<file path="config.mk">
export PLATFORM = sky130hd
export DESIGN_NAME = dbg_cmd_port
export DESIGN_NICKNAME = d
export VERILOG_FILES = /design/src/rtl/dbg_port_pkg.sv /design/src/rtl/dbg_edge_sync.sv /design/src/rtl/dbg_cmd_decode.sv /design/src/rtl/dbg_cmd_port.sv
export SDC_FILE = /design/constraint.sdc
export NUM_CORES = 1
export LEC_CHECK = 0
export CORE_ASPECT_RATIO = 1.75
export CORE_MARGIN = 4
export CORE_UTILIZATION = 40
export CTS_CLUSTER_SIZE = 14
export DETAILED_ROUTE_END_ITERATION = 12
export DONT_BUFFER_PORTS = 1
export HOLD_SLACK_MARGIN = 0.12
export PLACE_DENSITY = 0.57
export SLEW_MARGIN = 20
export SYNTH_ARGS = -nofsm -noshare
export SYNTH_HDL_FRONTEND = slang
export SYNTH_SLANG_ARGS = --single-unit
</file>
<file path="constraint.sdc">
create_clock -name clk -period 2.4 [get_ports clk]
set_input_delay 0 -clock clk [delete_from_list [all_inputs] [get_ports clk]]
set_output_delay 0 -clock clk [all_outputs]
set_load 0.005 [all_outputs]
</file>
<file path="src/rtl/dbg_port_pkg.sv">
package dbg_port_pkg;

    typedef enum logic [1:0] {
        K_RDREG = 2'd0,
        K_WRREG = 2'd1,
        K_GO    = 2'd2,
        K_NOP   = 2'd3
    } cmd_kind_e;

    typedef enum logic [1:0] {
        SRC_HWBRK  = 2'd0,
        SRC_SWBRK  = 2'd1,
        SRC_DBLFLT = 2'd2,
        SRC_RSTFLT = 2'd3
    } entry_src_e;

endpackage

</file>
<file path="src/rtl/dbg_edge_sync.sv">
module dbg_edge_sync #(
    parameter int STAGES = 2
) (
    input  logic clk,
    input  logic rst_n,
    input  logic sclk_i,
    input  logic sdi_i,
    output logic rise_o,
    output logic fall_o,
    output logic sdi_o
);
    logic [STAGES:0]   clk_pipe_q;
    logic [STAGES-1:0] dat_pipe_q;

    always_ff @(posedge clk or negedge rst_n) begin
        if (!rst_n) begin
            clk_pipe_q <= '0;
            dat_pipe_q <= '0;
        end else begin
            clk_pipe_q <= {clk_pipe_q[STAGES-1:0], sclk_i};
            dat_pipe_q <= {dat_pipe_q[STAGES-2:0], sdi_i};
        end
    end

    // Edge decided between the last synchronised stage and the one after it.
    assign rise_o = clk_pipe_q[STAGES-1] & ~clk_pipe_q[STAGES];
    assign fall_o = ~clk_pipe_q[STAGES-1] & clk_pipe_q[STAGES];
    assign sdi_o  = dat_pipe_q[STAGES-1];
endmodule

</file>
<file path="src/rtl/dbg_cmd_decode.sv">
module dbg_cmd_decode
    import dbg_port_pkg::*;
#(
    parameter int WORD_W = 16
) (
    input  logic [WORD_W-1:0] op_i,
    output logic [1:0]        ext_cnt_o,
    output cmd_kind_e         kind_o,
    output logic              sel_cause_o,
    output logic              sel_pc_o
);
    logic [1:0] raw_cnt;
    logic       unused_bits;

    assign raw_cnt     = op_i[WORD_W-1:WORD_W-2];
    assign ext_cnt_o   = (raw_cnt == 2'd3) ? 2'd2 : raw_cnt;
    assign kind_o      = cmd_kind_e'(op_i[WORD_W-3:WORD_W-4]);
    assign sel_cause_o = (op_i[3:0] == 4'd0);
    assign sel_pc_o    = (op_i[3:0] == 4'd1);
    assign unused_bits = ^op_i[WORD_W-5:4];
endmodule

</file>
<file path="src/rtl/dbg_cmd_port.sv">
module dbg_cmd_port
    import dbg_port_pkg::*;
#(
    parameter int WORD_W      = 16,
    parameter int SYNC_STAGES = 2
) (
    input  logic                clk,
    input  logic                rst_n,
    input  logic                dbg_sclk,
    input  logic                dbg_sdi,
    output logic                dbg_sdo,
    input  logic                entry_req,
    input  logic [1:0]          entry_src,
    input  logic [WORD_W-1:0]   entry_ssw,
    input  logic [2*WORD_W-1:0] core_pc,
    output logic                dbg_active,
    output logic                seq_err,
    output logic [2*WORD_W-1:0] pc_o
);
    localparam int DATA_W  = 2 * WORD_W;
    localparam int FRAME_W = WORD_W + 1;
    localparam int BCNT_W  = $clog2(FRAME_W + 1);
    localparam logic [FRAME_W-1:0] NOTRDY = {1'b1, {WORD_W{1'b0}}};

    typedef struct packed {
        logic               active;
        logic               first;
        logic               seq_err;
        logic [BCNT_W-1:0]  bcnt;
        logic [WORD_W-1:0]  in_sh;
        logic [1:0]         wcnt;
        logic [WORD_W-1:0]  op;
        logic [WORD_W-1:0]  ext1;
        logic [FRAME_W-1:0] outf;
        logic               hold;
        logic               pend;
        logic [WORD_W-1:0]  lo;
        logic [DATA_W-1:0]  cause;
        logic [DATA_W-1:0]  pc;
    } port_st_t;

    port_st_t st_q, st_d;

    logic sclk_rise, sclk_fall, sdi_s;

    dbg_edge_sync #(.STAGES(SYNC_STAGES)) u_sync (
        .clk    (clk),
        .rst_n  (rst_n),
        .sclk_i (dbg_sclk),
        .sdi_i  (dbg_sdi),
        .rise_o (sclk_rise),
        .fall_o (sclk_fall),
        .sdi_o  (sdi_s)
    );

    logic [WORD_W-1:0] word_n, op_cur;
    logic [1:0]        ext_cnt;
    cmd_kind_e         kind;
    logic              sel_cause, sel_pc, cmd_done;
    logic [DATA_W-1:0] rd_val, wr_val;

    assign word_n = {st_q.in_sh[WORD_W-2:0], sdi_s};
    assign op_cur = (st_q.wcnt == 2'd0) ? word_n : st_q.op;

    dbg_cmd_decode #(.WORD_W(WORD_W)) u_dec (
        .op_i        (op_cur),
        .ext_cnt_o   (ext_cnt),
        .kind_o      (kind),
        .sel_cause_o (sel_cause),
        .sel_pc_o    (sel_pc)
    );

    always_comb begin
        st_d     = st_q;
        cmd_done = (st_q.wcnt == ext_cnt);
        rd_val   = sel_cause ? st_q.cause : (sel_pc ? st_q.pc : '0);
        case (ext_cnt)
            2'd2:    wr_val = {st_q.ext1, word_n};
            2'd1:    wr_val = {{WORD_W{1'b0}}, word_n};
            default: wr_val = '0;
        endcase

        if (entry_req) begin
            st_d.active  = 1'b1;
            st_d.first   = 1'b1;
            st_d.seq_err = 1'b0;
            st_d.bcnt    = '0;
            st_d.wcnt    = '0;
            st_d.pend    = 1'b0;
            st_d.hold    = 1'b0;
            st_d.outf    = NOTRDY;
            st_d.pc      = {core_pc[DATA_W-1:1], 1'b0};
            case (entry_src_e'(entry_src))
                SRC_HWBRK:  st_d.cause = '0;
                SRC_SWBRK:  st_d.cause = DATA_W'(1);
                SRC_DBLFLT: st_d.cause = {entry_ssw, {WORD_W{1'b1}}};
                default: begin
                    st_d.cause = {entry_ssw, {WORD_W{1'b1}}};
                    st_d.pc    = '1;
                end
            endcase
        end else if (st_q.active) begin
            if (sclk_fall) begin
                if (st_q.hold) st_d.hold = 1'b0;
                else           st_d.outf = {st_q.outf[FRAME_W-2:0], 1'b0};
            end
            if (sclk_rise) begin
                if (st_q.bcnt == '0) begin
                    st_d.bcnt = BCNT_W'(1);
                end else begin
                    st_d.in_sh = word_n;
                    if (st_q.bcnt == BCNT_W'(FRAME_W - 1)) begin
                        st_d.bcnt = '0;
                        st_d.hold = 1'b1;
                        // outgoing frame for the next transfer
                        if (st_q.pend) begin
                            st_d.outf = {1'b0, st_q.lo};
                            st_d.pend = 1'b0;
                        end else if (cmd_done && kind == K_RDREG) begin
                            st_d.outf = {1'b0, rd_val[DATA_W-1:WORD_W]};
                            st_d.lo   = rd_val[WORD_W-1:0];
                            st_d.pend = 1'b1;
                        end else begin
                            st_d.outf = NOTRDY;
                        end
                        if (!cmd_done) begin
                            st_d.wcnt = st_q.wcnt + 2'd1;
                            st_d.op   = op_cur;
                            if (st_q.wcnt == 2'd1) st_d.ext1 = word_n;
                        end else begin
                            st_d.wcnt  = '0;
                            st_d.first = 1'b0;
                            if (st_q.first && kind != K_RDREG) st_d.seq_err = 1'b1;
                            case (kind)
                                K_WRREG: begin
                                    if (sel_cause) st_d.cause = wr_val;
                                    if (sel_pc)    st_d.pc = {wr_val[DATA_W-1:1], 1'b0};
                                end
                                K_GO: begin
                                    st_d.active = 1'b0;
                                    st_d.pend   = 1'b0;
                                    st_d.outf   = NOTRDY;
                                end
                                default: ;
                            endcase
                        end
                    end else begin
                        st_d.bcnt = st_q.bcnt + BCNT_W'(1);
                    end
                end
            end
        end
    end

    always_ff @(posedge clk or negedge rst_n) begin
        if (!rst_n) begin
            st_q      <= '0;
            st_q.outf <= NOTRDY;
        end else begin
            st_q <= st_d;
        end
    end

    assign dbg_sdo    = st_q.outf[FRAME_W-1];
    assign dbg_active = st_q.active;
    assign seq_err    = st_q.seq_err;
    assign pc_o       = st_q.pc;
endmodule

</file>
==> impl_metrics.ini <==
[floorplanning]
dieArea_um2 = 21700
coreArea_um2 = 18700
die_y_um = 192
io_pins = 90
rows = 66
die_x_um = 113
start_util_pct = 41.1

[drt]
ant_nets = 0
routed_via_density = 5.91
drc = 0
via_count = 5819
post_drt_wl_per_cell_um = 22.3
drt_iter0_drc = 294
drtPass1Iterations = 5
routed_wl_mm = 22.0

[worst_setup_path]
start_kind = flip-flop
critPathBufInv = 2
crit_type = reg2reg
critical_path_required_ns = 2.70
worstPathMaxFanout = 32
worst_path_max_delay_cell = or4b_4
r2r_cells = 8
cp_cell_sequence = inv_2 > ha_4 > or4b_4 > a21oi_4 > o2111ai_2 > and2_4 > buf_12 > a221o_1
cpPeakStageDelay_ns = 0.53
cp-end-kind = flip-flop
cp_top_family = simple AND/OR/NAND/NOR gates
cp.arrival_ns = 2.68
cp_num_cells = 8

[min_path]
hp-class = in2async

[timing]
skew_ns = 0.0124
fin_crit_sh_pct = 99.4
rsz0062_at_grt = yes
slew_headroom_pct = 37.6
tightest_slew_ns = 0.933
setup_tns_ns = 0
setup-violations-final = 0
hold_viol = 153
fmax_mhz = 419
hold_ws_ns = -0.733
slew_violations = 0
fin_crit_ns = 2.39

[grt]
antenna_found_initial = 0
grt_pass1_wl_mm = 34.2
grt.total_usage_pct = 20.3
grt_pass1_vias = 5935
grt-ovfl-total = 0
grt_max_degree = 154

[status]
status = finished with violations
violations = hold timing

[clock_network]
holdBufCountCts = 53
cts_buffers = 17
cts_root_buf = clkbuf_16
cts.sinks = 153
cts_tree = done
htree_levels = 4
clkLatencyLatePin_ns = 0.42
clk_pin_slew_worst_paths_ns = 0.07
clock_path_buffers = 2

[synth]
seq_area_frac_synth_pct = 49.7
ys_ff_latch = 153
synthDistinctLibCells = 63
synth_top_family_by_area = compound AO/OA/AOI/OAI gates
synthSimpleGateAreaFrac_pct = 10.2
syn_nets = 749
async_reset_ff_share_pct = 100
ys_warn_count = 0
ys.flop_type = dfrtp_1
syn_inst = 690
synth-edff-count = 0
avgSynthCellArea_um2 = 11.2
synthMuxAreaShare_pct = 13.0
synth-compound-area-share_pct = 19.4
synth-adder-area-share_pct = 0.649
synth-xor-area-share_pct = 0.211
synth_area_um2 = 7710

[power_and_ir_drop]
leakagePower_nw = 4.20
ir_drop_mv = 0.400
total_power_mw = 6.31
power_density_nw_per_um2 = 667

[flow_run]
cap_violations = 0

[cells_and_area]
layout_commonest_cell = dfrtp_1
drive_above_1_share_pct = 26.6
syn_to_final_growth_pct = 22.8
fin_cells = 985
diodes = 0
final_nets = 794
layout_common_cells = dfrtp_1, nor2_1, dlygate4sd3_1, mux2_2, buf_4

[placement]
post-place-cells = 898
place.gp.congestion = 0.837
dp_hpwl_mm = 15.4
io_buffers = 0
## power breakdown
part | leakage (nW) | switching (mW) | internal [mW] | total, mW
Clock | 0.272 | 1.10 | 1.52 | 2.61
Combinational | 1.95 | 0.415 | 0.432 | 0.848
Sequential | 1.99 | 0.141 | 2.71 | 2.85
## path summary, 6_finish.rpt
check	from	end	slack (ns)
min in group clk	dbg_sdi	u_sync.dat_pipe_q[0]	0.14
min	rst_n	st_q[152]	-0.73
max reg2reg	st_q[132]	pc_o[31]	0.01
max	st_q[132]	pc_o[31]	0.01
min reg2reg	u_sync.dat_pipe_q[0]	u_sync.dat_pipe_q[1]	0.35
max in group asynchronous	rst_n	st_q[140]	2.82
## cell type report
| cell class | instances | area (µm²) |
|---|---|---|
| tap | 238 | 298 |
| clock inverter | 11 | 113 |
| multi-input combinational | 443 | 3650 |
| timing repair buffer | 110 | 1070 |
| inverter | 10 | 37.5 |
| clock buffer | 20 | 467 |
| fill | 1645 | 9280 |
| sequential | 153 | 3830 |
## synth_stat cells (4+ instances only)
library cell	number	area share [%]
mux2i_1	18	2.3
dfrtp_1	152	49
nand2_1	30	1.5
mux2_1	24	3.5
o2bb2ai_1	13	1.5
o21ai_0	15	0.97
a221o_1	32	4.2
nand3_1	8	0.52
buf_2	9	0.58
ha_1	4	0.65
o311a_1	14	1.8
clkbuf_1	36	1.8
nor2_1	99	4.8
buf_4	32	3.1
o22ai_1	15	1.2
a21oi_1	9	0.58
buf_6	6	0.88
inv_1	9	0.44
mux2_2	48	7.0
and2_1	5	0.41
a22o_1	35	4.0
o32ai_1	15	1.7
## layer usage
| layer | vias up | global-route usage [%] | share of wire (%) |
|---|---|---|---|
| li1 | 2646 | - | - |
| met4 | 0 | 8.05 | 2.6 |
| met5 | - | 0 | 0 |
| met1 | 2974 | 25.1 | 41 |
| met3 | 35 | 4.07 | 4.8 |
| met2 | 164 | 34.7 | 51 |
## kinds of logic after synthesis
group	Yosys count
and+or+nand+nor	171
buffers and inverters	94
AOI/OAI and AO/OA	176
DFF	153
adders and majority gates	4
muxes	91
xor gates and xnor gates	1
## metrics by stage
| stage | hold slack [ns] | util, % | instance area (µm²) | setup slack, ns |
|---|---|---|---|---|
| floorplan | -0.296 | - | 7910 | -0.165 |
| global placement | -0.289 | 43.7 | 8180 | -0.0723 |
| detailed placement | -0.290 | 43.7 | 8180 | -0.108 |
| CTS | -0.743 | 49.8 | 9330 | 0.00705 |
| global route | -0.745 | 50.5 | 9470 | -0.0825 |
| finish | -0.733 | 50.5 | 9470 | 0.0143 |
## what timing repair did
action	CTS	global route
cloned	0	2
endpoints found under the hold margin	230	153
setup endpoints to repair	110	118
setup buffers	0	1
gates resized for setup	5	33
pin swaps	2	0
## registers in the layout, summed over array words and instances, names as in the netlist
| register | cells |
|---|---|
| u_sync.dat_pipe_q | 2 |
| dbg_sdo | 1 |
| dbg_active | 1 |
| seq_err | 1 |
| st_q | 113 |
| pc_o | 32 |
| u_sync.clk_pipe_q | 3 |
Note: power is estimated with default switching activity, not from simulation.
